**src/rtl/csr_guard_pkg.sv**
```systemverilog
package csr_guard_pkg;

  typedef enum logic [1:0] {
    PRV_U = 2'd0,
    PRV_S = 2'd1,
    PRV_H = 2'd2,
    PRV_M = 2'd3
  } priv_e;

  typedef enum logic [1:0] {
    CSR_RD  = 2'd0,
    CSR_WR  = 2'd1,
    CSR_SET = 2'd2,
    CSR_CLR = 2'd3
  } csr_op_e;

  typedef struct packed {
    logic [1:0] min_priv;
    logic       read_only;
    logic       dbg_only;
  } csr_attr_t;

endpackage

```
**src/rtl/csr_attr_decode.sv**
```systemverilog
module csr_attr_decode
  import csr_guard_pkg::*;
#(
  parameter int ADDR_W        = 12,
  parameter int NUM_OVR       = 4,
  parameter logic [NUM_OVR-1:0][ADDR_W-1:0] OVR_ADDR = {12'h140, 12'h015, 12'h342, 12'h341},
  parameter logic [NUM_OVR-1:0][1:0]        OVR_PRIV = {2'd2, 2'd3, 2'd3, 2'd3},
  parameter logic [ADDR_W-1:0] DBG_BASE = 12'h7B0,
  parameter int DBG_SPAN_LOG2 = 4
) (
  input  logic [ADDR_W-1:0] addr,
  output csr_attr_t         attr
);
  localparam int PRIV_LSB = ADDR_W - 4;
  localparam int RO_LSB   = ADDR_W - 2;

  logic [NUM_OVR-1:0]      hit;
  logic [NUM_OVR-1:0][1:0] ovr_lvl;

  // one comparator per protected entry
  for (genvar g = 0; g < NUM_OVR; g++) begin : g_ovr
    assign hit[g]     = (addr == OVR_ADDR[g]);
    assign ovr_lvl[g] = hit[g] ? OVR_PRIV[g] : 2'd0;
  end

  always_comb begin
    attr.min_priv = addr[PRIV_LSB +: 2];
    // entries may only raise the level
    for (int i = 0; i < NUM_OVR; i++) begin
      if (ovr_lvl[i] > attr.min_priv) attr.min_priv = ovr_lvl[i];
    end
    attr.read_only = &addr[RO_LSB +: 2];
    attr.dbg_only  = (addr[ADDR_W-1:DBG_SPAN_LOG2] == DBG_BASE[ADDR_W-1:DBG_SPAN_LOG2]);
  end

endmodule

```
**src/rtl/csr_policy_eval.sv**
```systemverilog
module csr_policy_eval
  import csr_guard_pkg::*;
(
  input  csr_attr_t attr,
  input  csr_op_e   op,
  input  priv_e     priv,
  input  logic      dbg,
  input  logic      mask_nz,
  output logic      legal,
  output logic      wr_intent
);
  logic priv_ok, range_ok, ro_ok;

  always_comb begin
    wr_intent = (op == CSR_WR) || (((op == CSR_SET) || (op == CSR_CLR)) && mask_nz);
    priv_ok   = dbg || (priv >= attr.min_priv);
    range_ok  = dbg || !attr.dbg_only;
    ro_ok     = !(attr.read_only && wr_intent);
    legal     = priv_ok && range_ok && ro_ok;
  end

endmodule

```
**src/rtl/csr_access_guard.sv**
```systemverilog
module csr_access_guard
  import csr_guard_pkg::*;
#(
  parameter int ADDR_W  = 12,
  parameter int XLEN    = 32,
  parameter int NUM_OVR = 4,
  parameter logic [NUM_OVR-1:0][ADDR_W-1:0] OVR_ADDR = {12'h140, 12'h015, 12'h342, 12'h341},
  parameter logic [NUM_OVR-1:0][1:0]        OVR_PRIV = {2'd2, 2'd3, 2'd3, 2'd3},
  parameter logic [ADDR_W-1:0] DBG_BASE = 12'h7B0,
  parameter int DBG_SPAN_LOG2 = 4
) (
  input  logic              clk,
  input  logic              rst,
  input  logic              req_valid,
  input  logic [ADDR_W-1:0] req_addr,
  input  logic [1:0]        req_op,
  input  logic [XLEN-1:0]   req_wdata,
  input  logic [1:0]        cur_priv,
  input  logic              dbg_mode,
  input  logic [XLEN-1:0]   rf_rdata,
  output logic              rf_we,
  output logic [ADDR_W-1:0] rf_addr,
  output logic [1:0]        rf_op,
  output logic [XLEN-1:0]   rf_wdata,
  output logic              rsp_valid,
  output logic [XLEN-1:0]   rsp_rdata,
  output logic              exc_valid,
  output logic [ADDR_W-1:0] exc_addr
);
  csr_attr_t attr;
  logic      legal, wr_intent;

  csr_attr_decode #(
    .ADDR_W(ADDR_W), .NUM_OVR(NUM_OVR), .OVR_ADDR(OVR_ADDR), .OVR_PRIV(OVR_PRIV),
    .DBG_BASE(DBG_BASE), .DBG_SPAN_LOG2(DBG_SPAN_LOG2)
  ) u_dec (
    .addr(req_addr),
    .attr(attr)
  );

  csr_policy_eval u_pol (
    .attr     (attr),
    .op       (csr_op_e'(req_op)),
    .priv     (priv_e'(cur_priv)),
    .dbg      (dbg_mode),
    .mask_nz  (|req_wdata),
    .legal    (legal),
    .wr_intent(wr_intent)
  );

  always_ff @(posedge clk) begin
    if (rst) begin
      rf_we     <= 1'b0;
      rf_addr   <= '0;
      rf_op     <= 2'd0;
      rf_wdata  <= '0;
      rsp_valid <= 1'b0;
      rsp_rdata <= '0;
      exc_valid <= 1'b0;
      exc_addr  <= '0;
    end else begin
      rsp_valid <= req_valid;
      exc_valid <= req_valid && !legal;
      rf_we     <= req_valid && legal && wr_intent;
      rsp_rdata <= (req_valid && legal) ? rf_rdata : '0;
      if (req_valid && legal) begin
        rf_addr  <= req_addr;
        rf_op    <= req_op;
        rf_wdata <= req_wdata;
      end
      if (req_valid && !legal) exc_addr <= req_addr;
    end
  end

endmodule

```
**config.mk**
```make
export PLATFORM = sky130hd
export DESIGN_NAME = csr_access_guard
export DESIGN_NICKNAME = d
export VERILOG_FILES = /design/src/rtl/csr_guard_pkg.sv /design/src/rtl/csr_attr_decode.sv /design/src/rtl/csr_policy_eval.sv /design/src/rtl/csr_access_guard.sv
export SDC_FILE = /design/constraint.sdc
export NUM_CORES = 1
export LEC_CHECK = 0
export ABC_CLOCK_PERIOD_IN_PS = 6700
export BUFFER_PORTS_ARGS = -buffer_cell sky130_fd_sc_hd__buf_4
export CORE_ASPECT_RATIO = 0.6
export CORE_MARGIN = 2
export CORE_UTILIZATION = 35
export CTS_CLUSTER_SIZE = 8
export DETAILED_ROUTE_END_ITERATION = 10
export PLACE_DENSITY_LB_ADDON = 0.3
export SLEW_MARGIN = 5
export SYNTH_ARGS = -nofsm -noshare
export SYNTH_HDL_FRONTEND = slang
export SYNTH_SLANG_ARGS = --single-unit
export TNS_END_PERCENT = 50
```
**constraint.sdc**
```tcl
create_clock -name clk -period 6.7 [get_ports clk]
set_input_delay 1.34 -clock clk [delete_from_list [all_inputs] [get_ports clk]]
set_output_delay 1.34 -clock clk [all_outputs]
set_load 0.005 [all_outputs]
```
# Yosys cells after proc, flatten, opt, wreduce, memory -nomap -nowiden
# Cells that the tools add are included.
# classes
reduce_logical	17
n_div	0
mux	8
eq_ne	8
shift	0
mul	0
bitwise_logic	1
n_lt_le_gt_ge	5
addsub	0
# ops
operator	n
OR reduction 32 bit	1
== test 12 x 10 -> 1 bit, second input constant	2
two-way mux 2 bit	8
== test 12 x 5 -> 1 bit, second input constant	1
== test 12 x 9 -> 1 bit, second input constant	1
== test 8 x 7 -> 1 bit, second input constant	1
> comparator 2 bit	4
logical AND 1 bit	7
== test 2 bit, second input constant	2
logical OR 1 bit	4
logical NOT 1 bit	3
== test 2 x 1 -> 1 bit, second input constant	1
greater-or-equal comparator 2 bit	1
AND reduction 2 bit	1
OR reduction 2 bit	1
inverter 1 bit	1
# word_totals
wordCells	47
latchBits	0
out_inout_bits	93
register_bits	93
n_memories	0
mem_bits_rw	0
rom_bits	0

# Depth between registers and ports, before layout
# Gate-level depths: netlist of run 1.
# logic_depth
ltp_word	17
mapped_depth	25

# Cells and area by module
# Synthesis of run 1 repeated with hierarchy kept, for this count alone.
# hier_totals
hier_cells	419
hier_area_um2	3691.0
# modules_own_cells
module	seq_area_each_um2	area_each_um2	instances	cells_each
csr_access_guard	1861.8	3056.7	1	342
csr_attr_decode	0.0	554.3	1	67
csr_policy_eval	0.0	80.1	1	10

# Worst setup path before layout of run 1
# No wires, ideal clock.
# synth_path
kind	input-to-reg
start	in req_addr[4]
end	reg exc_addr[0]
path_buffers	1
setup_ns	0.072
arrival_ns	6.044
cell_stages	24
slack_ns	0.584
cell_sequence	or4b_2 > and4bb_2 > inv_1 > ha_1 > inv_1 > o22ai_1 > mux2_2 > ha_1 > inv_1 > o22ai_1 > mux2i_1 > inv_1 > ha_1 > inv_1 > o22ai_1 > o21ai_0 > a21oi_1 > ha_1 > nand2b_1 > a21o_1 > a21oi_1 > o21a_1 > buf_2 > mux2i_1
# synth_between
elab_chain_cells	16
# synth_lines
item	line	rtl
from (decl)	csr_access_guard.sv:15	input logic [ADDR_W-1:0] req_addr,
== test 12 x 10 -> 1 bit	csr_attr_decode.sv:22	assign hit[g] = (addr == OVR_ADDR[g]);
two-way mux 2 bit	csr_attr_decode.sv:23	assign ovr_lvl[g] = hit[g] ? OVR_PRIV[g] : 2'd0;
> comparator 2 bit	csr_attr_decode.sv:30	if (ovr_lvl[i] > attr.min_priv) attr.min_priv = ovr_lvl[i];
two-way mux 2 bit	csr_attr_decode.sv:30	
> comparator 2 bit	csr_attr_decode.sv:30	
two-way mux 2 bit	csr_attr_decode.sv:30	
> comparator 2 bit	csr_attr_decode.sv:30	
two-way mux 2 bit	csr_attr_decode.sv:30	
> comparator 2 bit	csr_attr_decode.sv:30	
two-way mux 2 bit	csr_attr_decode.sv:30	
greater-or-equal comparator 2 bit	csr_policy_eval.sv:16	priv_ok = dbg || (priv >= attr.min_priv);
logical OR 1 bit	csr_policy_eval.sv:16	
logical AND 1 bit (*) (2 in series)	csr_policy_eval.sv:19	legal = priv_ok && range_ok && ro_ok;
logical NOT 1 bit (*)	csr_access_guard.sv:71	if (req_valid && !legal) exc_addr <= req_addr;
logical AND 1 bit (*)	csr_access_guard.sv:71	
to (signal assigned)	csr_access_guard.sv:71	
to (decl)	csr_access_guard.sv:28	output logic [ADDR_W-1:0] exc_addr
# Every way passes the cells marked *; elsewhere a longest branch is shown, timed or not.
# A chain may end at the register's enable or synchronous reset.

# Worst setup path in the final report of run 1
# layout_path
start	in req_addr[4]
end	reg exc_addr[1]
# The elaborated chain is that of the path after synthesis.

==> results.md, run 1 <==
- Mapped Cells: 379
- Top cell type's share of synthesized area: 47.0%
- Share of post-route cells with drive strength above 1: 36.4%
- R2r worst-path depth: 2
- Synthesized flop and latch total: 93
- Reg2Reg Capture Point: exc_addr[11]$_SDFFE_PP0P_
- Max FO, Critical Path: 12
- Fmax: 0.159 GHz
- Top Usage Layer GRT: met2
- Worst hold slack: 476 ps
- CTS Hold Buffers Added: 0
- # setup viols final: 0
- Final Critical Period: 6280 ps
- Initial antenna violation count: 0
- Critical Path Slowest Stage Cell: or4b_2
- Critical Path Source Type: primary input
- Hold Path Class: register to register
- Clock slew at reported path FFs: 70 ps
- Fin crit share: 93.7%
- M3 GR Usage: 5.91%
- Power per cell area: 236 nW/um^2
- Die width: 141 um
- M1 GR Usage: 22.3%
- Most used cell, CP: inv_1
- First-pass GRT wire length: 15500 um
- Synth Warn #: 0
- Synthesis-to-finish area growth: 44.5%
- Nets: 647
- Post-CTS setup buffers: 0
- IO buf count: 176
- Ant diodes: 0
- CTS Buf Count: 9
- Worst-margin pin slew: 732 ps
- Clock root cell: clkbuf_16
- Final Power: 0.00135 W
- R2R Setup Slk: 6070 ps
- Slew headroom: 51.2%
- Clk buf depth: 2
- Syn nets: 474
- Drt total wl: 10300 um
- M2 GR Usage: 24.4%
- GRT overflow: 0
- Total iterations of the first detailed-routing run: 4
- Clock Sinks: 93
- Mapped Area: 3970 um^2
- Top Ports: 177
- Critical Path AT: 6530 ps
- Status: finished, final reports clean
- Slew Limit Fails: 0
- WS Path Type: primary input to register
- Row cnt: 30
- Detailed placement HPWL: 7960 um
- Initial drt markers: 97
- Core Area: 11200 um^2
- Leakage: 2.75 nW
- Number of global-route vias before repair: 3007
- Layout Skew: 0 ps
- Avg Cell Area, Syn: 10.5 um^2
- Starting Density: 35.4%
- Reg-to-Reg Start: exc_addr[11]$_SDFFE_PP0P_
- Worst hold endpoint: rf_addr[9]$_SDFFE_PP0P_
- Max_cap viols: 0
- Hold path depth: 2
- Endpoint kind of the worst setup timing path: register
- GPL Wtd Cong: 0.779
- Antenna Violating Nets Remaining: 0
- DIE AREA: 12200 um^2
- Register area share after synthesis: 47.0%
- Final hold vios: 0
- Peak supply drop: 0.117 mV
- CTS H-tree depth: 3
- TritonCTS clock tree: yes
- GRT Total Usage: 16.3%
- Synth area leaders: dfxtp_1, nand2b_1, mux2i_1
- Placed insts: 685
- Largest net degree at the start of global routing: 106
- Worst Path Required: 6950 ps
- Clk_lat worst skew: 330 ps
- Slowest stage delay, CP: 680 ps
- Post-CTS sizing: 0
- Post-Layout Cell Count: 701
- Detail-routed via count per cell: 4.52
- Avg WL per Cell: 14.7 um
- Yosys cell types: 38
- Worst min-delay path startpoint: rf_addr[9]$_SDFFE_PP0P_
- Drt drc: 0
- RSZ-0062 raised after global routing: false
- Total number of vias: 3167
- Area leader, netlist: dfxtp_1
- Setup tns final: 0 ps
- Die Span Y: 86.4 um
cells in the mapped netlist:
cell type  instances
and4bb_2           1
or4_1              1
or2b_1             1
o22ai_1            3
o211ai_1           1
buf_12             4
buf_2              1
nor3_1             3
nand2b_1         104
o21a_1             2
nor4_1             6
a21o_1             1
nor3_2             1
and3_1             2
or4b_2             1
buf_6              1
o2111ai_1          1
a31oi_1            2
nor2b_1            3
clkbuf_1          14
mux2_2             1
and2_1            32
nand4_1            2
nor4bb_1           1
and4b_1            1
nor3b_1            2
o21ai_0            1
nand2_1            1
nor2_1             5
ha_1              11
mux2i_1           59
inv_1             10
and4_1             2
nand3_1            1
or3b_1             1
dfxtp_1           93
nor4b_1            1
a21oi_1            2
cell families after synthesis:
logic type	after synthesis	share of synthesized area [%]
AND/OR/NAND/NOR	172	27.5
multiplexers	60	15.2
flip-flops	93	47.0
buffers and inverters	30	4.70
AO/OA/AOI/OAI	13	2.15
adder cells (fa/ha/maj)	11	3.47
stage by stage:
stage	setup slack [ps]	area, um^2	utilization, %
floorplan	584	3970	-
global placement	383	5410	48.3
detailed placement	101	5410	48.3
CTS	452	5730	51.2
global route	134	5730	51.2
finish	423	5730	51.2
where the power goes:
group	internal (W)	leakage [nW]	total (W)	switching, W
clock network	0.000330	0.150	0.000549	0.000219
logic	0.000121	1.84	0.000201	0.0000806
registers	0.000585	0.761	0.000601	0.0000158
worst max path at each step:
stage                            from  cells past startpoint                       end  slack [ps]
after CTS                 req_addr[4]                     26  exc_addr[1]$_SDFFE_PP0P_         450
after detailed placement  req_addr[4]                     26  exc_addr[1]$_SDFFE_PP0P_         100
after global placement    req_addr[4]                     26  rsp_rdata[30]$_SDFF_PP0_         380
final                     req_addr[4]                     26  exc_addr[1]$_SDFFE_PP0P_         420
after floorplan           req_addr[4]                     24  exc_addr[0]$_SDFFE_PP0P_         580
after global routing      req_addr[4]                     26  exc_addr[2]$_SDFFE_PP0P_         130
per-layer routing:
metal,vias to the layer above,share of wire (%)
met5,-,0
met4,0,1.5
met3,14,7.4
met2,92,43
met1,1466,48
li1,1595,-
cells in the final DEF (no fill, tap or decap), types with 3 or more instances in the layout:
cell	instances
nor2b_1	3
buf_12	3
ha_1	11
inv_1	10
clkbuf_16	9
nor3_1	3
nand2b_1	104
o22ai_1	3
mux2i_1	59
buf_4	179
dfxtp_1	93
and2_1	32
nor2_1	5
nor4_1	6
state kept, by name, indices dropped and copies added (netlist names):
signal / cells
exc_addr: 12
rf_we: 1
rf_op: 2
rsp_valid: 1
exc_valid: 1
rf_wdata: 32
rf_addr: 12
rsp_rdata: 32
worst max-delay path: cells and delay by family:
kind            cells  cell delay, ps
compound gates      8            1320
fa+ha+maj           4            1060
buf+inv             8             690
mux                 3             930
simple gates        3            1170
area by class of cell:
class                   instances  area [um^2]
clock buffers                  10          229
clock inverters                 6         92.6
fillers                      1035         5460
inverters                      10         37.5
multi-input cells             256         1920
flip-flops and latches         93         1860
well taps                     144          180
repair buffers                182         1400
No activity file was read; power rests on OpenSTA's default activity.
==> run 2: changes to the inputs <==
MAX_ROUTING_LAYER = met4   (was default)
==> run 2 against run 1 <==
Net effect:
- clock skew is the same
- global-route usage grew 0.50 points
- clock-buffer cell count is the same
- highest routed layer unchanged
- setup slack lost 0.88 ps
- clock power is essentially flat
- die area is the same
- register-to-register slack is essentially flat
- non-clock buffer count is the same
==> results.md, run 2 (same netlist as run 1, synthesis figures left out) <==
- Status: finished, final reports clean
- Nets: 647
- Share of post-route cells with drive strength above 1: 36.4%
- GPL Wtd Cong: 0.790
- Clock slew at reported path FFs: 70 ps
- Number of global-route vias before repair: 3016
- Endpoint kind of the worst setup timing path: register
- Ant diodes: 0
- Commonest non-fill, non-tap cell in the layout: buf_4
- Clock root cell: clkbuf_16
- IO buf count: 176
- Seq pwr share: 44.5%
- Clk buf depth: 2
- CTS H-tree depth: 3
- Setup tns final: 0 ps
- Fin crit share: 93.7%
- First-pass GRT wire length: 15500 um
- Max FO, Critical Path: 12
- TritonCTS clock tree: yes
- Clk_lat worst skew: 330 ps
- Largest net degree at the start of global routing: 106
- Drt drc: 0
- Worst setup margin: 423 ps
- Initial antenna violation count: 0
- Layout Skew: 0 ps
- Leakage: 2.75 nW
- Drt total wl: 10300 um
- Top Ports: 177
- Peak supply drop: 0.117 mV
- Comb pwr share: 14.9%
- Total iterations of the first detailed-routing run: 4
- Core Area: 11200 um^2
- Die Span Y: 86.4 um
- Row cnt: 30
- Avg WL per Cell: 14.7 um
- RSZ-0062 raised after global routing: false
- Worst-margin pin slew: 735 ps
- Total number of vias: 3182
- Clock Power Share: 40.6%
- Slew headroom: 51.0%
- Slew Limit Fails: 0
- Net Sw Frac: 23.3%
- WS Path Type: primary input to register
- Clock Sinks: 93
- # setup viols final: 0
- Int Power: 0.00104 W
- Final Power: 0.00135 W
- Antenna Violating Nets Remaining: 0
- Fmax: 0.159 GHz
- Final Critical Period: 6280 ps
- Initial drt markers: 100
- Most frequent cells in the layout: buf_4, nand2b_1, dfxtp_1, mux2i_1, and2_1
- Detailed placement HPWL: 7960 um
- Synthesis-to-finish area growth: 44.5%
- Post-CTS setup buffers: 0
- Post-place setup slack: 101 ps
- Switching pwr: 0.000314 W
- GRT overflow: 0
- Max_cap viols: 0
- Power per cell area: 236 nW/um^2
- Critical Path AT: 6530 ps
- Critical Path Source Type: primary input
- Hold Path Class: register to register
- Detail-routed via count per cell: 4.54
- Die width: 141 um
- Final hold vios: 0
- Post-CTS sizing: 0
- Biggest regs: rf_wdata x32, rsp_rdata x32
- GRT Total Usage: 16.8%
- CTS Hold Buffers Added: 0
- CTS Buf Count: 9
- DIE AREA: 12200 um^2
- Worst hold slack: 476 ps
- Worst Path Required: 6950 ps
- Starting Density: 35.4%
[run 2: per-layer routing]
metal | wire length (um) | global-route usage [%] | part of all wire, % | up-vias
li1 | - | - | - | 1594
met1 | 5070 | 23.0 | 49 | 1482
met2 | 4460 | 24.4 | 43 | 92
met3 | 588 | 4.64 | 5.7 | 14
met4 | 157 | 4.82 | 1.5 | 0
met5 | 0 | - | 0 | -
[run 2: path summary, 6_finish.rpt]
check	depth (start not counted)	slack, ps	from	end
min reg2reg	2	480	rf_addr[9]$_SDFFE_PP0P_	rf_addr[9]$_SDFFE_PP0P_
min	2	480	rf_addr[9]$_SDFFE_PP0P_	rf_addr[9]$_SDFFE_PP0P_
max reg2reg	2	6070	exc_addr[11]$_SDFFE_PP0P_	exc_addr[11]$_SDFFE_PP0P_
max	26	420	req_addr[4]	exc_addr[1]$_SDFFE_PP0P_
[run 2: worst max-delay path, cell delays in order]
cell and delay [ps]:
buf_4 110, or4b_2 680, and4bb_2 350, inv_1 70
ha_1 270, inv_1 30, o22ai_1 170, mux2_2 380
ha_1 280, inv_1 40, o22ai_1 240, mux2i_1 340
inv_1 80, ha_1 270, inv_1 30, o22ai_1 180
o21ai_0 90, a21oi_1 130, ha_1 240, nand2b_1 140
a21o_1 170, a21oi_1 190, buf_4 170, o21a_1 160
buf_12 160, mux2i_1 210
[run 2: power groups by stage]
stage           logic, W  clock network (W)  registers (W)
2_1_floorplan  0.0000907                  0       0.000615
6_report        0.000201           0.000548       0.000601
5_1_grt         0.000220           0.000586       0.000604
4_1_cts         0.000204           0.000566       0.000601
3_3_place_gp    0.000201                  0       0.000612
3_5_place_dp    0.000204                  0       0.000613
[run 2: layout make-up]
| cell class | count | area, um^2 |
|---|---|---|
| Inverter | 10 | 37.5 |
| Tap cell | 144 | 180 |
| Multi-Input combinational cell | 256 | 1920 |
| Timing Repair Buffer | 182 | 1400 |
| Sequential cell | 93 | 1860 |
| Clock buffer | 10 | 229 |
| Fill cell | 1035 | 5460 |
| Clock inverter | 6 | 92.6 |
[run 2: per-stage QoR]
stage	utilization (%)	std cells	cell area, um^2
after floorplan	-	379	3970
after global placement	48.3	685	5410
after detailed placement	48.3	685	5410
after CTS	51.2	701	5730
after global routing	51.2	701	5730
final	51.2	701	5730
==> run 3: changes to the inputs <==
--- a/config.mk
+++ b/config.mk
@@ -14,2 +14,3 @@
 export DETAILED_ROUTE_END_ITERATION = 10
+export GPL_TIMING_DRIVEN = 0
 export MAX_ROUTING_LAYER = met4
==> constraint.sdc (replaced) <==
create_clock -name clk -period 6.7 [get_ports clk]
set_input_delay 0.335 -clock clk [delete_from_list [all_inputs] [get_ports clk]]
set_output_delay 0.335 -clock clk [all_outputs]
set_load 0.005 [all_outputs]
==> run 3 against run 2 <==
Net effect:
- combinational power is 4% higher
- critical endpoint is now exc_addr[0]$_SDFFE_PP0P_
- final cell count is 2.0% higher
- final area is 1.0% higher
==> results.md, run 3 (same netlist as run 1, synthesis figures left out) <==
- Setup tns final: 0 ps
- Initial antenna violation count: 0
- CTS Hold Buffers Added: 0
- Peak supply drop: 0.167 mV
- GPL Wtd Cong: 0.813
- # setup viols final: 0
- Row cnt: 30
- Share of post-route cells with drive strength above 1: 35.4%
- Endpoint kind of the worst setup timing path: register
- Clock slew at reported path FFs: 70 ps
- GRT overflow: 0
- Critical Path AT: 5820 ps
- WS Path Type: primary input to register
- Layout Utilization: 51.8%
- Commonest non-fill, non-tap cell in the layout: buf_4
- Detailed placement HPWL: 8900 um
- CTS Buf Count: 9
- Biggest regs: rf_wdata x32, rsp_rdata x32
- Final hold vios: 0
- Number of global-route vias before repair: 3231
- Leakage: 2.77 nW
- Filler instances: 1040
- Slowest stage delay, CP: 680 ps
- Slew Limit Fails: 0
- M1 GR Usage: 25.3%
- Largest net degree at the start of global routing: 17
- Drt total wl: 11200 um
- Synthesis-to-finish area growth: 46.0%
- CP bufs+invs: 6
- Fmax: 0.180 GHz
- Clk_lat worst skew: 330 ps
- CTS H-tree depth: 3
- Worst Path Required: 6960 ps
- Nets: 661
- Total iterations of the first detailed-routing run: 4
- Top Ports: 177
- M2 GR Usage: 27.1%
- M3 GR Usage: 5.86%
- Clk buf depth: 2
- Final Critical Period: 5560 ps
- Max FO, Critical Path: 10
- Ant diodes: 0
- Drt drc: 0
- Core Area: 11200 um^2
- Slew headroom: 56.6%
- Most frequent cells in the layout: buf_4, nand2b_1, dfxtp_1, mux2i_1, and2_1
- GRT Total Usage: 18.6%
- Post-CTS setup buffers: 0
- Die Span Y: 86.4 um
- Initial drt markers: 150
- Power per cell area: 236 nW/um^2
- Antenna Violating Nets Remaining: 0
- Clock root cell: clkbuf_16
- Cell family with most CP delay: compound AO/OA/AOI/OAI gates
- Total number of vias: 3261
- Die width: 141 um
- TritonCTS clock tree: yes
- RSZ-0062 raised after global routing: false
- Fin crit share: 83.0%
- Max_cap viols: 0
- Layout Skew: 0 ps
- Clock Sinks: 93
- Status: finished, final reports clean
- Worst-margin pin slew: 645 ps
- Critical Path Source Type: primary input
- Critical Path Slowest Stage Cell: or4b_2
- Post-CTS sizing: 0
- Hold Path Class: primary input to register
- Detail-routed via count per cell: 4.56
- Starting Density: 35.4%
- IO buf count: 176
- First-pass GRT wire length: 17100 um
- Top Usage Layer GRT: met2
- DIE AREA: 12200 um^2
- Avg WL per Cell: 15.6 um
run 3: changes by cell type in the layout (fill, tap and decap cells not counted), sizes merged:
cell / before / now
clkinv: 0 / 2
clkbuf: 10 / 23
inv: 12 / 11
run 3: final timing paths:
path / from / to / slack [ps] / cells after the start
worst max-delay path: req_addr[4] / exc_addr[0]$_SDFFE_PP0P_ / 1140 / 25
worst min-delay path: rf_rdata[19] / rsp_rdata[19]$_SDFF_PP0_ / 200 / 2
worst max register to register: rf_addr[10]$_SDFFE_PP0P_ / rf_addr[10]$_SDFFE_PP0P_ / 6060 / 2
worst min register to register: exc_addr[6]$_SDFFE_PP0P_ / exc_addr[6]$_SDFFE_PP0P_ / 480 / 2
run 3: report_power, final:
group | internal [W] | switching, W | total, W
Combinational | 0.000124 | 0.0000855 | 0.000209
Sequential | 0.000585 | 0.0000158 | 0.000601
Clock | 0.000328 | 0.000225 | 0.000553
run 3: worst reg2reg max path, stage by stage (launching register included):
cell and delay (ps):
dfxtp_1 350, nand2b_1 60, mux2i_1 150
run 3: through the flow:
step	hold slack [ps]	cell area, um^2	setup slack [ps]	instances	power, W
2_1_floorplan	437	3970	1590	379	0.000705
3_3_place_gp	462	5470	965	699	0.000819
3_5_place_dp	463	5470	812	699	0.000825
4_1_cts	185	5790	1140	715	0.00138
5_1_grt	184	5790	795	715	0.00143
6_report	197	5790	1140	715	0.00136
run 3: layer usage:
metal / wire [um] / vias to the layer above
li1: - / 1635
met1: 5420 / 1524
met2: 4940 / 92
met3: 699 / 10
met4: 106 / 0
met5: 0 / -
run 3: final cells by class:
class                      instances  area, um^2  share of cell area (%)
multi-input combinational        256        1920                    33.1
sequential                        93        1860                    32.2
timing repair buffer             176        1320                    22.8
clock buffer                       9         225                    3.89
tap                              144         180                    3.11
buffer                            20         149                    2.57
clock inverter                     7        97.6                    1.69
inverter                          10        37.5                   0.648
